$ cat src/rtl/tfu_pkg.sv
package tfu_pkg;
  localparam int BUS_W = 8;
  typedef logic [BUS_W-1:0] bus_byte_t;

  // Overflow flag lives in the MSB; the rest of the byte is zero.
  function automatic bus_byte_t ovf_to_byte(input logic f);
    return {f, {(BUS_W-1){1'b0}}};
  endfunction
endpackage

$ cat src/rtl/tfu_addr_decode.sv
module tfu_addr_decode #(
  parameter int N_CH         = 8,
  parameter int ADDR_W       = 8,
  parameter int FLAG_CH_ADDR = 'h0E,
  parameter int FLAG_OV_ADDR = 'h0F,
  parameter int CNT_ADDR     = 'h04,
  parameter int CHDATA_BASE  = 'h10
) (
  input  logic [ADDR_W-1:0] addr,
  input  logic              rd_en,
  input  logic              wr_en,
  input  logic [7:0]        wr_data,
  input  logic              fast_clr_en,
  input  logic [N_CH-1:0]   ch_capture,
  output logic [N_CH-1:0]   ch_clr,
  output logic              ovf_clr,
  output logic              sel_flag_ch,
  output logic              sel_flag_ov
);
  localparam int PAIR_W = ADDR_W - 1;

  logic [N_CH-1:0] ch_hit;
  logic            cnt_hit;
  logic            acc;

  assign acc         = rd_en | wr_en;
  assign sel_flag_ch = (addr == ADDR_W'(FLAG_CH_ADDR));
  assign sel_flag_ov = (addr == ADDR_W'(FLAG_OV_ADDR));
  assign cnt_hit     = (addr[ADDR_W-1:1] == PAIR_W'(CNT_ADDR >> 1));

  for (genvar i = 0; i < N_CH; i++) begin : g_ch
    assign ch_hit[i] = (addr[ADDR_W-1:1] == PAIR_W'((CHDATA_BASE >> 1) + i));
    always_comb begin
      ch_clr[i] = wr_en && sel_flag_ch && wr_data[i];
      if (fast_clr_en && ch_hit[i]) begin
        if (ch_capture[i]) ch_clr[i] = ch_clr[i] | rd_en;
        else               ch_clr[i] = ch_clr[i] | wr_en;
      end
    end
  end

  assign ovf_clr = (wr_en && sel_flag_ov && wr_data[7]) ||
                   (fast_clr_en && cnt_hit && acc);
endmodule

$ cat src/rtl/tfu_flag_bank.sv
module tfu_flag_bank #(
  parameter int W = 8
) (
  input  logic         clk,
  input  logic         rst_n,
  input  logic [W-1:0] set_i,
  input  logic [W-1:0] clr_i,
  output logic [W-1:0] flag_o
);
  for (genvar b = 0; b < W; b++) begin : g_bit
    always_ff @(posedge clk or negedge rst_n) begin
      if (!rst_n)        flag_o[b] <= 1'b0;
      else if (set_i[b]) flag_o[b] <= 1'b1;  // set beats clear
      else if (clr_i[b]) flag_o[b] <= 1'b0;
    end
  end
endmodule

$ cat src/rtl/tmr_flag_unit.sv
module tmr_flag_unit #(
  parameter int N_CH         = 8,
  parameter int ADDR_W       = 8,
  parameter int FLAG_CH_ADDR = 'h0E,
  parameter int FLAG_OV_ADDR = 'h0F,
  parameter int CNT_ADDR     = 'h04,
  parameter int CHDATA_BASE  = 'h10
) (
  input  logic              clk,
  input  logic              rst_n,
  input  logic [ADDR_W-1:0] addr,
  input  logic              rd_en,
  input  logic              wr_en,
  input  logic [7:0]        wr_data,
  output logic [7:0]        rd_data,
  input  logic              fast_clr_en,
  input  logic [N_CH-1:0]   ch_capture,
  input  logic [N_CH-1:0]   ch_evt,
  input  logic              ovf_evt,
  input  logic [N_CH-1:0]   ch_ie,
  input  logic              ovf_ie,
  output logic              irq
);
  import tfu_pkg::*;

  logic [N_CH-1:0] ch_clr;
  logic [N_CH-1:0] ch_flag;
  logic            ovf_clr;
  logic [0:0]      ovf_flag;
  logic            sel_flag_ch;
  logic            sel_flag_ov;
  bus_byte_t       rd_next;

  tfu_addr_decode #(
    .N_CH(N_CH), .ADDR_W(ADDR_W), .FLAG_CH_ADDR(FLAG_CH_ADDR),
    .FLAG_OV_ADDR(FLAG_OV_ADDR), .CNT_ADDR(CNT_ADDR), .CHDATA_BASE(CHDATA_BASE)
  ) i_dec (
    .addr(addr), .rd_en(rd_en), .wr_en(wr_en), .wr_data(wr_data),
    .fast_clr_en(fast_clr_en), .ch_capture(ch_capture),
    .ch_clr(ch_clr), .ovf_clr(ovf_clr),
    .sel_flag_ch(sel_flag_ch), .sel_flag_ov(sel_flag_ov)
  );

  tfu_flag_bank #(.W(N_CH)) i_ch_bank (
    .clk(clk), .rst_n(rst_n), .set_i(ch_evt), .clr_i(ch_clr), .flag_o(ch_flag)
  );

  tfu_flag_bank #(.W(1)) i_ov_bank (
    .clk(clk), .rst_n(rst_n), .set_i(ovf_evt), .clr_i(ovf_clr), .flag_o(ovf_flag)
  );

  always_comb begin
    rd_next = '0;
    if (sel_flag_ch)      rd_next = BUS_W'(ch_flag);
    else if (sel_flag_ov) rd_next = ovf_to_byte(ovf_flag[0]);
  end

  always_ff @(posedge clk or negedge rst_n) begin
    if (!rst_n)     rd_data <= '0;
    else if (rd_en) rd_data <= rd_next;
  end

  assign irq = (|(ch_flag & ch_ie)) | (ovf_flag[0] & ovf_ie);
endmodule

$ cat config.mk
export PLATFORM = sky130hd
export DESIGN_NAME = tmr_flag_unit
export DESIGN_NICKNAME = d
export VERILOG_FILES = /design/src/rtl/tfu_pkg.sv /design/src/rtl/tfu_addr_decode.sv /design/src/rtl/tfu_flag_bank.sv /design/src/rtl/tmr_flag_unit.sv
export SDC_FILE = /design/constraint.sdc
export NUM_CORES = 1
export LEC_CHECK = 0
export ABC_AREA = 1
export BUFFER_PORTS_ARGS = -buffer_cell sky130_fd_sc_hd__buf_2
export CORE_ASPECT_RATIO = 1.75
export CORE_MARGIN = 4
export CORE_UTILIZATION = 50
export DETAILED_ROUTE_END_ITERATION = 16
export PLACE_DENSITY_LB_ADDON = 0.15
export SLEW_MARGIN = 30
export SYNTH_ARGS = -nofsm -noshare
export SYNTH_HDL_FRONTEND = slang
export SYNTH_HIERARCHICAL = 1
export SYNTH_SLANG_ARGS = --single-unit
$ cat constraint.sdc
create_clock -name clk -period 1.7 [get_ports clk]
set_clock_uncertainty 0.05 [all_clocks]
set_input_delay 0.085 -clock clk [delete_from_list [all_inputs] [get_ports clk]]
set_output_delay 0.085 -clock clk [all_outputs]
set_load 0.02 [all_outputs]
==> metrics.md, run 1 <==
| Metric | Value |
|---|---|
| Tot Pwr | between 0.8 and 0.9 mW |
| Max-Cap Viols | 0 |
| Reg power frac | between 40 and 50% |
| Syn Area/Cell | between 6 and 7 um2 |
| Critical path, cell by cell | nand2_1 -> nand2_1 -> nor2_1 -> nand2_1 -> buf_2 |
| Critical path's slowest cell | dfrtp_1 |
| # nets final | just over 300 |
| Slew HR | about three quarters |
| Post-route ant nets | 0 |
| Synthesis Warnings | 6 |
| DIE WIDTH | between 40 and 50 um |
| Mapped cell area | between 1000 and 1500 um2 |
| Via Count | approximately 1,300 |
| Period utilisation layout | 75.0% |
| Worst Path Arrival | about 1.1 ns |
| Util after Layout | approximately 70% |
| VDD IR max | ~0.3 mV |
| Max frequency | about 0.78 GHz |
| Origin of the critical flop-to-flop path | i_ch_bank/flag_o[7] |
| CTS clk-pin slew, worst paths | 0.07 ns |
| Clk pwr share | between 30 and 40% |
| Final hold violation count | 0 |
| Port buffer count | 55 |
| Worst r2r path cells | 2 |
| CTS hold repair buffers | 10 |
| Detailed Route WL | slightly above 3 mm |
| Placer Congestion | ~0.8 |
| Placed cell areas | around 1500 um2 |
| Asr flop ratio synth | between 90% and 100% |
| Setup TNS | 0 ns |
| Sequential area share after synthesis | approximately 34% |
| Count leader, synth | nand2_1 |
| Routed len/inst | 10.7 um |
| Synth unique cells | 19 |
| Post-CTS Setup Inserts | 0 |
| Unrepaired setup endpoints after global routing | false |
| Slowest stage delay, CP | between 0.4 and 0.5 ns |
| Prevailing post-synth register cell | dfrtp_1 |
| CP max FO | 3 |
| Hold Path Stages | 6 |
| Boundary Pins | between 50 and 60 |
| Hold Path Sink | i_ch_bank/flag_o[6] |
| Num CTS Buffers | 3 |
| Worst setup SP type | flip-flop |
| Synth top area cells | dfrtp_1 (34%), nand2_1 (25%), inv_1 (10%), nand4_1 (5.6%), nand3_1 (5.3%) |
| Initial antenna violation count | 0 |
| DRT Pass-1 Iters | 4 |
| P_leak | 1.01 nW |
| DRT iter0 DRCs | 34 |
| Root Driver | clkbuf_8 |
| CP Data Required Time | about 1.6 ns |
| Power per cell area | 538 nW/um2 |
| GRT Overall Usage | 20.6% |
| # rows | 23 |
| Die Span Y | ~74 um |
| Period minus WS final | about 1.3 ns |
| Final instance area | ~1700 um2 |
| Critical path type | flip-flop to primary output |
| Hold Startpoint | wr_data[6] |
| Clk_lat worst skew | between 0.2 and 0.3 ns |
| Logic gate share of total power | between 10% and 20% |
| Syn_nets | ~240 |
| Detailed Place HPWL | around 2.4 mm |
| Longest Clk Path Bufs | 2 |
| Die area | roughly 3400 um2 |
| Cells after Synth | between 150 and 200 |
| Final Setup Violations | 0 |
| TritonCTS Sinks | 17 |
| Net Sw Power | 0.239 mW |
| Worst-Margin Slew | 0.380 ns |
| Filler cell count | slightly above 200 |
| P_int | 0.649 mW |
| Switching share of power | between 20% and 30% |
| Flop2flop setup slack | ~0.90 ns |
| CTS tree | built |
| Count of flip-flops with a built-in enable after synthesis | 0 |
| CTS H-Tree Depth | 1 |
| First-pass GRT wire length | ~5.1 mm |
| Flops & latches, synth | 17 |
| Core footprint | between 2000 and 2500 um2 |
| Synthesis-to-layout area growth | 33.8% |
| Status | completed |
| Worst Hold Class | input pin to flip-flop |
| Synth cell count leaders | nand2_1 (83), inv_1 (33), dfrtp_1 (17) |
| CP Capture Type | primary output |
| ANT cells | 0 |
| Slew Limit Fails | 0 |
| Largest area contributor in the netlist | dfrtp_1 |
| CP most frequent cell | nand2_1 |
| Largest net degree at the start of global routing | 19 |
| Effective utilization at floorplan | ~53% |
| Overflow after GRT | 0 |
| RR Endpoint | rd_data[7] |
| Area share of the leading cell type in the synthesized netlist | between 30 and 40% |
| Post-route DRC | 0 |
| Via density | ~4.7 |
| Layout cells sized above 1 | ~27% |
| CTS resizes | 0 |
| Number of global-route vias before repair | about 1,300 |
-- area by class of cell --
class | count | area [um2] | area share [%]
multi-input cells | 135 | 616 | 37.3
flip-flops and latches | 17 | 425 | 25.8
repair buffers | 66 | 383 | 23.2
inverters | 38 | 149 | 9.02
clock buffers | 3 | 41.3 | 2.50
well taps | 25 | 31.3 | 1.90
clock inverters | 1 | 5.00 | 0.303
-- routing by layer --
metal  global-route usage (%)  share of wire [%]  vias to the layer above
li1                         -                  -                      724
met1                     21.5                 37                      558
met2                     38.9                 53                       50
met3                     1.47                6.6                        9
met4                     9.12                3.0                        0
met5                        0                  0                        -
-- power groups by stage --
stage          Sequential [mW]  Clock, mW  Combinational [mW]
2_1_floorplan            0.420          0              0.0772
3_3_place_gp             0.417          0               0.155
3_5_place_dp             0.417          0               0.156
4_1_cts                  0.409      0.307               0.174
5_1_grt                  0.409      0.327               0.199
6_report                 0.409      0.304               0.175
-- flip-flops by register name, indices dropped and copies added, names as in the netlist --
signal and cells:
rd_data 8, i_ov_bank/flag_o 1, i_ch_bank/flag_o 8
-- critical path, delay by kind of cell (launching register included) --
kind          cells  cell delay [ns]
simple gates      4             0.31
buf+inv           1             0.15
flops             1             0.43
-- worst max-delay path by stage --
stage | start | endpoint | slack, ns | cells past startpoint
after floorplan | addr[6] | rd_data[7] | 0.60 | 9
after global placement | addr[6] | rd_data[7] | 0.44 | 10
after detailed placement | addr[6] | rd_data[7] | 0.41 | 10
after CTS | i_ch_bank/flag_o[7] | irq | 0.40 | 5
after global routing | i_ch_bank/flag_o[7] | irq | 0.35 | 5
final | i_ch_bank/flag_o[7] | irq | 0.43 | 5
-- cells by family (layout without fill, tap and decap cells) --
family          count (synthesis)  count (layout)  share of synthesized area, %
compound gates                  8               8                          4.46
flops                          17              17                          34.5
buf+inv                        43             108                          15.6
simple gates                  127             127                          45.4
-- cell usage in the layout, fill, tap and decap left out, drive strengths merged --
master / instances
nand2: 84
buf: 56
inv: 37
dfrtp: 17
nor2: 16
nand3: 14
nand4: 11
dlygate4sd3: 10
a21oi: 8
clkbuf: 3
clkinv: 2
nor3: 2
-- metrics by stage --
stage	setup WS (ns)	instances	hold slack [ns]
after global placement	0.440	271	-0.0328
after global routing	0.346	285	0.181
after floorplan	0.605	195	-0.261
after CTS	0.402	285	0.148
after detailed placement	0.413	271	-0.0298
final	0.426	285	0.151
Note: power is estimated with default switching activity, not from simulation.
==> run 2, diff against run 1 <==
Settings changed: ABC_AREA 1 to 0, CORE_UTILIZATION 50 to 44.
Clock period 1.7 ns to 1.2 ns, I/O delays scaled along.
==> metrics.md, run 2 <==
| Metric | Value |
|---|---|
| Worst setup margin | -0.297 ns |
| Unrepaired setup endpoints after global routing | true |
| Layout cells sized above 1 | 40.0% |
| Filler cell count | around 190 |
| CP Capture Type | primary output |
| Largest area contributor in the netlist | dfrtp_1 |
| Status | finished with violations |
| CTS tree | built |
| Die area | between 3000 and 4000 um2 |
| Largest net degree at the start of global routing | 18 |
| Worst Hold Class | input pin to flip-flop |
| Power per cell area | a little under 800 nW/um2 |
| Final instance area | between 1500 and 2000 um2 |
| Worst setup SP type | flip-flop |
| CP max FO | 2 |
| Mapped cell area | around 1100 um2 |
| CP Data Required Time | between 1 and 1.5 ns |
| # rows | 23 |
| Syn_nets | 165 |
| GRT Overall Usage | 20.3% |
| Longest Clk Path Bufs | 2 |
| Worst r2r path cells | 3 |
| Port buffer count | 55 |
| P_leak | ~0.74 nW |
| Die Span Y | about 73 um |
| Detailed Place HPWL | roughly 2.5 mm |
| Placer Congestion | 0.837 |
| Synthesis Warnings | 6 |
| Synth top area cells | dfrtp_1 (40%), mux2i_1 (7.6%), a21o_1 (6.4%), inv_1 (6.1%), nand3_1 (4.3%) |
| Setup TNS | -0.297 ns |
| Detailed Route WL | 3.16 mm |
| Busiest layer in global routing | met2 |
| Met2 Use GR | a little over a third |
| Post-route DRC | 0 |
| Critical path type | flip-flop to primary output |
| CTS H-Tree Depth | 1 |
| Largest registers | i_ch_bank/flag_o (8), rd_data (8), i_ov_bank/flag_o (1) |
| DRT Pass-1 Iters | 4 |
| # nets final | around 250 |
| CTS clk-pin slew, worst paths | ~0.070 ns |
| ANT cells | 0 |
| Post-route ant nets | 0 |
| Area share of the leading cell type in the synthesized netlist | around two fifths |
| Via density | 5.20 |
| Most common cell after layout, fill and taps aside | buf_2 |
| Clk_lat worst skew | roughly 0.25 ns |
| Max frequency | around 0.67 GHz |
| DIE WIDTH | around 45 um |
| Num CTS Buffers | 3 |
| Initial antenna violation count | 0 |
| Failing checks | negative setup slack |
| Effective utilization at floorplan | between 40 and 50% |
| Root Driver | clkbuf_8 |
| Final hold violation count | 0 |
| Number of global-route vias before repair | about 1,200 |
| VDD IR max | roughly 0.80 mV |
| Worst Path Arrival | 1.39 ns |
| Cells after Synth | 118 |
| Core footprint | 2300 um2 |
| First-pass GRT wire length | between 5 and 6 mm |
| Asr flop ratio synth | 100% |
| Period utilisation layout | 125% |
| Boundary Pins | between 50 and 60 |
| TritonCTS Sinks | 17 |
| Synth cell count leaders | dfrtp_1 (17), inv_1 (17), nor2_1 (11) |
| Count of flip-flops with a built-in enable after synthesis | 0 |
| Slew HR | roughly 75% |
| Grt met1 use | 22.4% |
| Met3 usage | around 2.2% |
| Hold Slack | around 0.13 ns |
| Placed cell areas | between 1000 and 1500 um2 |
| Tot Pwr | ~1.2 mW |
| Via Count | 1,171 |
| Sequential area share after synthesis | 40.5% |
| Period minus WS final | ~1.5 ns |
| Synth unique cells | 33 |
| Prevailing post-synth register cell | dfrtp_1 |
| Final Setup Violations | 1 |
| Most frequent cells in the layout | buf_2 (54), inv_1 (17), dfrtp_1 (17), buf_4 (17), nor2_1 (11) |
| Overflow after GRT | 0 |
| Flops & latches, synth | 17 |
| Max-Cap Viols | 0 |
| Hold Path Stages | 3 |
| Syn Area/Cell | around 8.9 um2 |
| DRT iter0 DRCs | 21 |
| Worst-Margin Slew | 0.380 ns |
| Synthesis-to-layout area growth | 54.0% |
| Slew Limit Fails | 0 |
| Routed len/inst | roughly 14 um |
## run 2: worst paths after layout
check,endpoint,slack (ns),from
worst max-delay path,irq,-0.30,i_ch_bank/flag_o[3]
worst min-delay path,rd_data[2],0.13,rd_en
worst max register to register,rd_data[6],0.33,i_ch_bank/flag_o[6]
worst min register to register,rd_data[1],0.48,rd_data[1]
max in group asynchronous,i_ch_bank/flag_o[1],0.62,rst_n
min in group asynchronous,rd_data[5],0.21,rst_n
## run 2: worst max-delay path, cell delays in order, from the launching register on
cell and delay, ns:
dfrtp_1 0.38, a22o_1 0.24, a221oi_2 0.22, nand3_1 0.14
buf_6 0.16
## run 2: stage by stage
stage	util [%]	std cells	setup WS (ns)
CTS	70.1	225	-0.289
global route	70.3	225	-0.339
finish	70.3	225	-0.297
detailed placement	63.1	210	-0.200
floorplan	-	118	0.0131
global placement	63.1	210	-0.179
## run 2: logic make-up after synthesis
kind of cell           share of synthesized area (%)
AND/OR/NAND/NOR                                 21.3
AO/OA/AOI/OAI                                   22.1
buffers and inverters                           8.45
flip-flops                                      40.5
multiplexers                                    7.62
## run 2: per-layer routing
| metal | vias to the layer above | share of wire [%] |
|---|---|---|
| met4 | 0 | 3.6 |
| met2 | 53 | 52 |
| met1 | 522 | 37 |
| met3 | 14 | 7.3 |
| li1 | 582 | - |
| met5 | - | 0 |
## run 2: layout make-up
class	count	area (um2)	share of cell area, %
Tap cell	25	31.3	1.93
Timing Repair Buffer	82	509	31.5
Clock inverter	1	5.00	0.309
Inverter	17	63.8	3.94
Multi-Input combinational cell	80	543	33.5
Clock buffer	3	41.3	2.55
Sequential cell	17	425	26.3
## run 2: where the power goes
part	total [mW]	internal, mW	switching [mW]	leakage (nW)
combinational	0.249	0.135	0.115	0.521
clock	0.419	0.230	0.189	0.0255
sequential	0.580	0.577	0.00270	0.189
## run 2: timing repair
action	4_1_cts	5_1_grt
hold buffers	10	0
pin swaps	3	0
hold endpoints to repair	26	0
setup buffers	1	0
setup endpoints to repair	1	2
gates resized for setup	2	1
==> run 3, diff against run 2 <==
Settings changed: CORE_UTILIZATION 44 to 46, CTS_BUF_LIST from default to sky130_fd_sc_hd__clkbuf_2.
==> metrics.md, run 3 (synthesized netlist as in run 2, its figures left out) <==
| Metric | Value |
|---|---|
| Critical path type | flip-flop to primary output |
| Port buffer count | 55 |
| Worst setup SP type | flip-flop |
| Initial antenna violation count | 0 |
| Max frequency | 0.659 GHz |
| Die Span Y | around 71 um |
| Slew Limit Fails | 0 |
| Die area | ~3100 um2 |
| # nets final | 250 |
| Worst Hold Class | input pin to flip-flop |
| Clk pwr share | a little under a quarter |
| Effective utilization at floorplan | 49.0% |
| Layout cells sized above 1 | between 40% and 50% |
| DIE WIDTH | between 40 and 50 um |
| Logic gate share of total power | between 20% and 30% |
| Reg power frac | about 53% |
| Period utilisation layout | 126% |
| Final hold violation count | 0 |
| Worst setup margin | -0.318 ns |
| CP max FO | 2 |
| Filler cell count | approximately 170 |
| Max-Cap Viols | 0 |
| Most common cell after layout, fill and taps aside | buf_2 |
| Boundary Pins | 56 |
| # rows | 22 |
| Via Count | 1,179 |
| First-pass GRT wire length | slightly above 5 mm |
| Origin of the critical flop-to-flop path | i_ch_bank/flag_o[3] |
| Most frequent cells in the layout | buf_2 (54), buf_4 (19), inv_1 (17), dfrtp_1 (17), nor2_1 (11) |
| Hold Path Stages | 4 |
| P_leak | 0.728 nW |
| Detailed Place HPWL | around 2.4 mm |
| DRT iter0 DRCs | 36 |
| Longest Clk Path Bufs | 2 |
| Worst Path Arrival | around 1.4 ns |
| P_int | about 0.80 mW |
| CTS tree | built |
| CTS clk-pin slew, worst paths | roughly 0.16 ns |
| Post-route ant nets | 0 |
| Post-route DRC | 0 |
| CP Capture Type | primary output |
| Failing checks | negative setup slack |
| Detailed Route WL | 3.14 mm |
| Flop2flop setup slack | 0.24 ns |
| Root Driver | clkbuf_2 |
| Power per cell area | about 680 nW/um2 |
| Synthesis-to-layout area growth | 52.3% |
| RR Endpoint | i_ch_bank/flag_o[3] |
| Slew HR | approximately three quarters |
| Hold Startpoint | wr_data[6] |
| TritonCTS Sinks | 17 |
| Pre-CTS WS | -0.195 ns |
| Unrepaired setup endpoints after global routing | true |
| VDD IR max | between 0.6 and 0.7 mV |
| Number of global-route vias before repair | between 1,000 and 1,500 |
| Hold Path Sink | i_ch_bank/flag_o[6] |
| Via density | 5.22 |
| Net Sw Power | 0.287 mW |
| Worst r2r path cells | 3 |
| GRT Overall Usage | between 20% and 30% |
| ANT cells | 0 |
| Final Setup Violations | 1 |
| Worst-Margin Slew | slightly below 0.4 ns |
| Largest net degree at the start of global routing | 18 |
| DRT Pass-1 Iters | 4 |
| Routed len/inst | between 10 and 15 um |
| CTS H-Tree Depth | 1 |
| Switching share of power | roughly a quarter |
| Crit. Startpoint | i_ch_bank/flag_o[3] |
| Area of the multi-input gates | between 500 and 600 um2 |
| Core footprint | about 2100 um2 |
| Overflow after GRT | 0 |
| CP Data Required Time | around 1.1 ns |
| Status | finished with violations |
| Clk_lat worst skew | slightly below 0.3 ns |
| Placer Congestion | 0.849 |
| Num CTS Buffers | 3 |
| Hold Slack | approximately 0.12 ns |
| Period minus WS final | approximately 1.5 ns |
| Largest registers | i_ch_bank/flag_o (8), rd_data (8), i_ov_bank/flag_o (1) |
| Register Area | around 430 um2 |
## run 3: cell count changes in the layout (fill, tap and decap cells not counted), sizes merged
| cell | previous run | this run |
|---|---|---|
| clkbuf | 3 | 4 |
| clkinv | 1 | 0 |
| buf | 72 | 74 |
## run 3: power by group through the flow
stage	clock network (mW)	logic [mW]	registers [mW]
after floorplan	0	0.0722	0.595
after global placement	0	0.217	0.591
after detailed placement	0	0.221	0.591
after CTS	0.270	0.247	0.580
after global routing	0.289	0.275	0.581
final	0.260	0.248	0.580
## run 3: worst max path at each step
stage | to | slack [ns] | cells after the start
after floorplan | i_ov_bank/flag_o | 0.01 | 6
after global placement | i_ch_bank/flag_o[2] | -0.18 | 6
after detailed placement | i_ch_bank/flag_o[2] | -0.20 | 6
after CTS | irq | -0.33 | 4
final | irq | -0.32 | 4
after global routing | irq | -0.39 | 4
## run 3: cell type report
cell class,instances,share of cell area [%]
sequential,17,26.6
multi-input combinational,80,33.5
tap,24,1.88
inverter,17,3.99
timing repair buffer,84,32.8
clock buffer,4,1.25
## run 3: metal layers
layer / GRT usage (%) / vias up / share of wire (%)
met5: 0 / - / 0
met3: 2.51 / 6 / 9.1
met4: 8.72 / 0 / 2.0
met2: 39.1 / 58 / 55
met1: 24.4 / 526 / 34
li1: - / 589 / -
## run 3: timing repair
item,in CTS,in global routing
buffers inserted,1,1
hold endpoints to repair,26,0
endpoints found under the setup margin,1,1
gates resized for setup,2,0
pin swaps,2,0
hold buffers,10,0
## run 3: stage by stage
step	power [mW]	util, %	cells	cell area [um2]	setup TNS, ns
finish	1.09	74.5	226	1600	-0.318
global route	1.14	74.5	226	1600	-0.393
CTS	1.10	74.2	225	1590	-0.334
detailed placement	0.812	67.9	210	1460	-2.25
global placement	0.808	67.9	210	1460	-1.94
floorplan	0.667	-	118	1050	0
## run 3: worst max-delay path, cell delays in order, from the launching register on
cell      delay (ns)
dfrtp_1         0.41
a22o_1          0.22
a221oi_2        0.19
nand3_1         0.13
buf_6           0.16
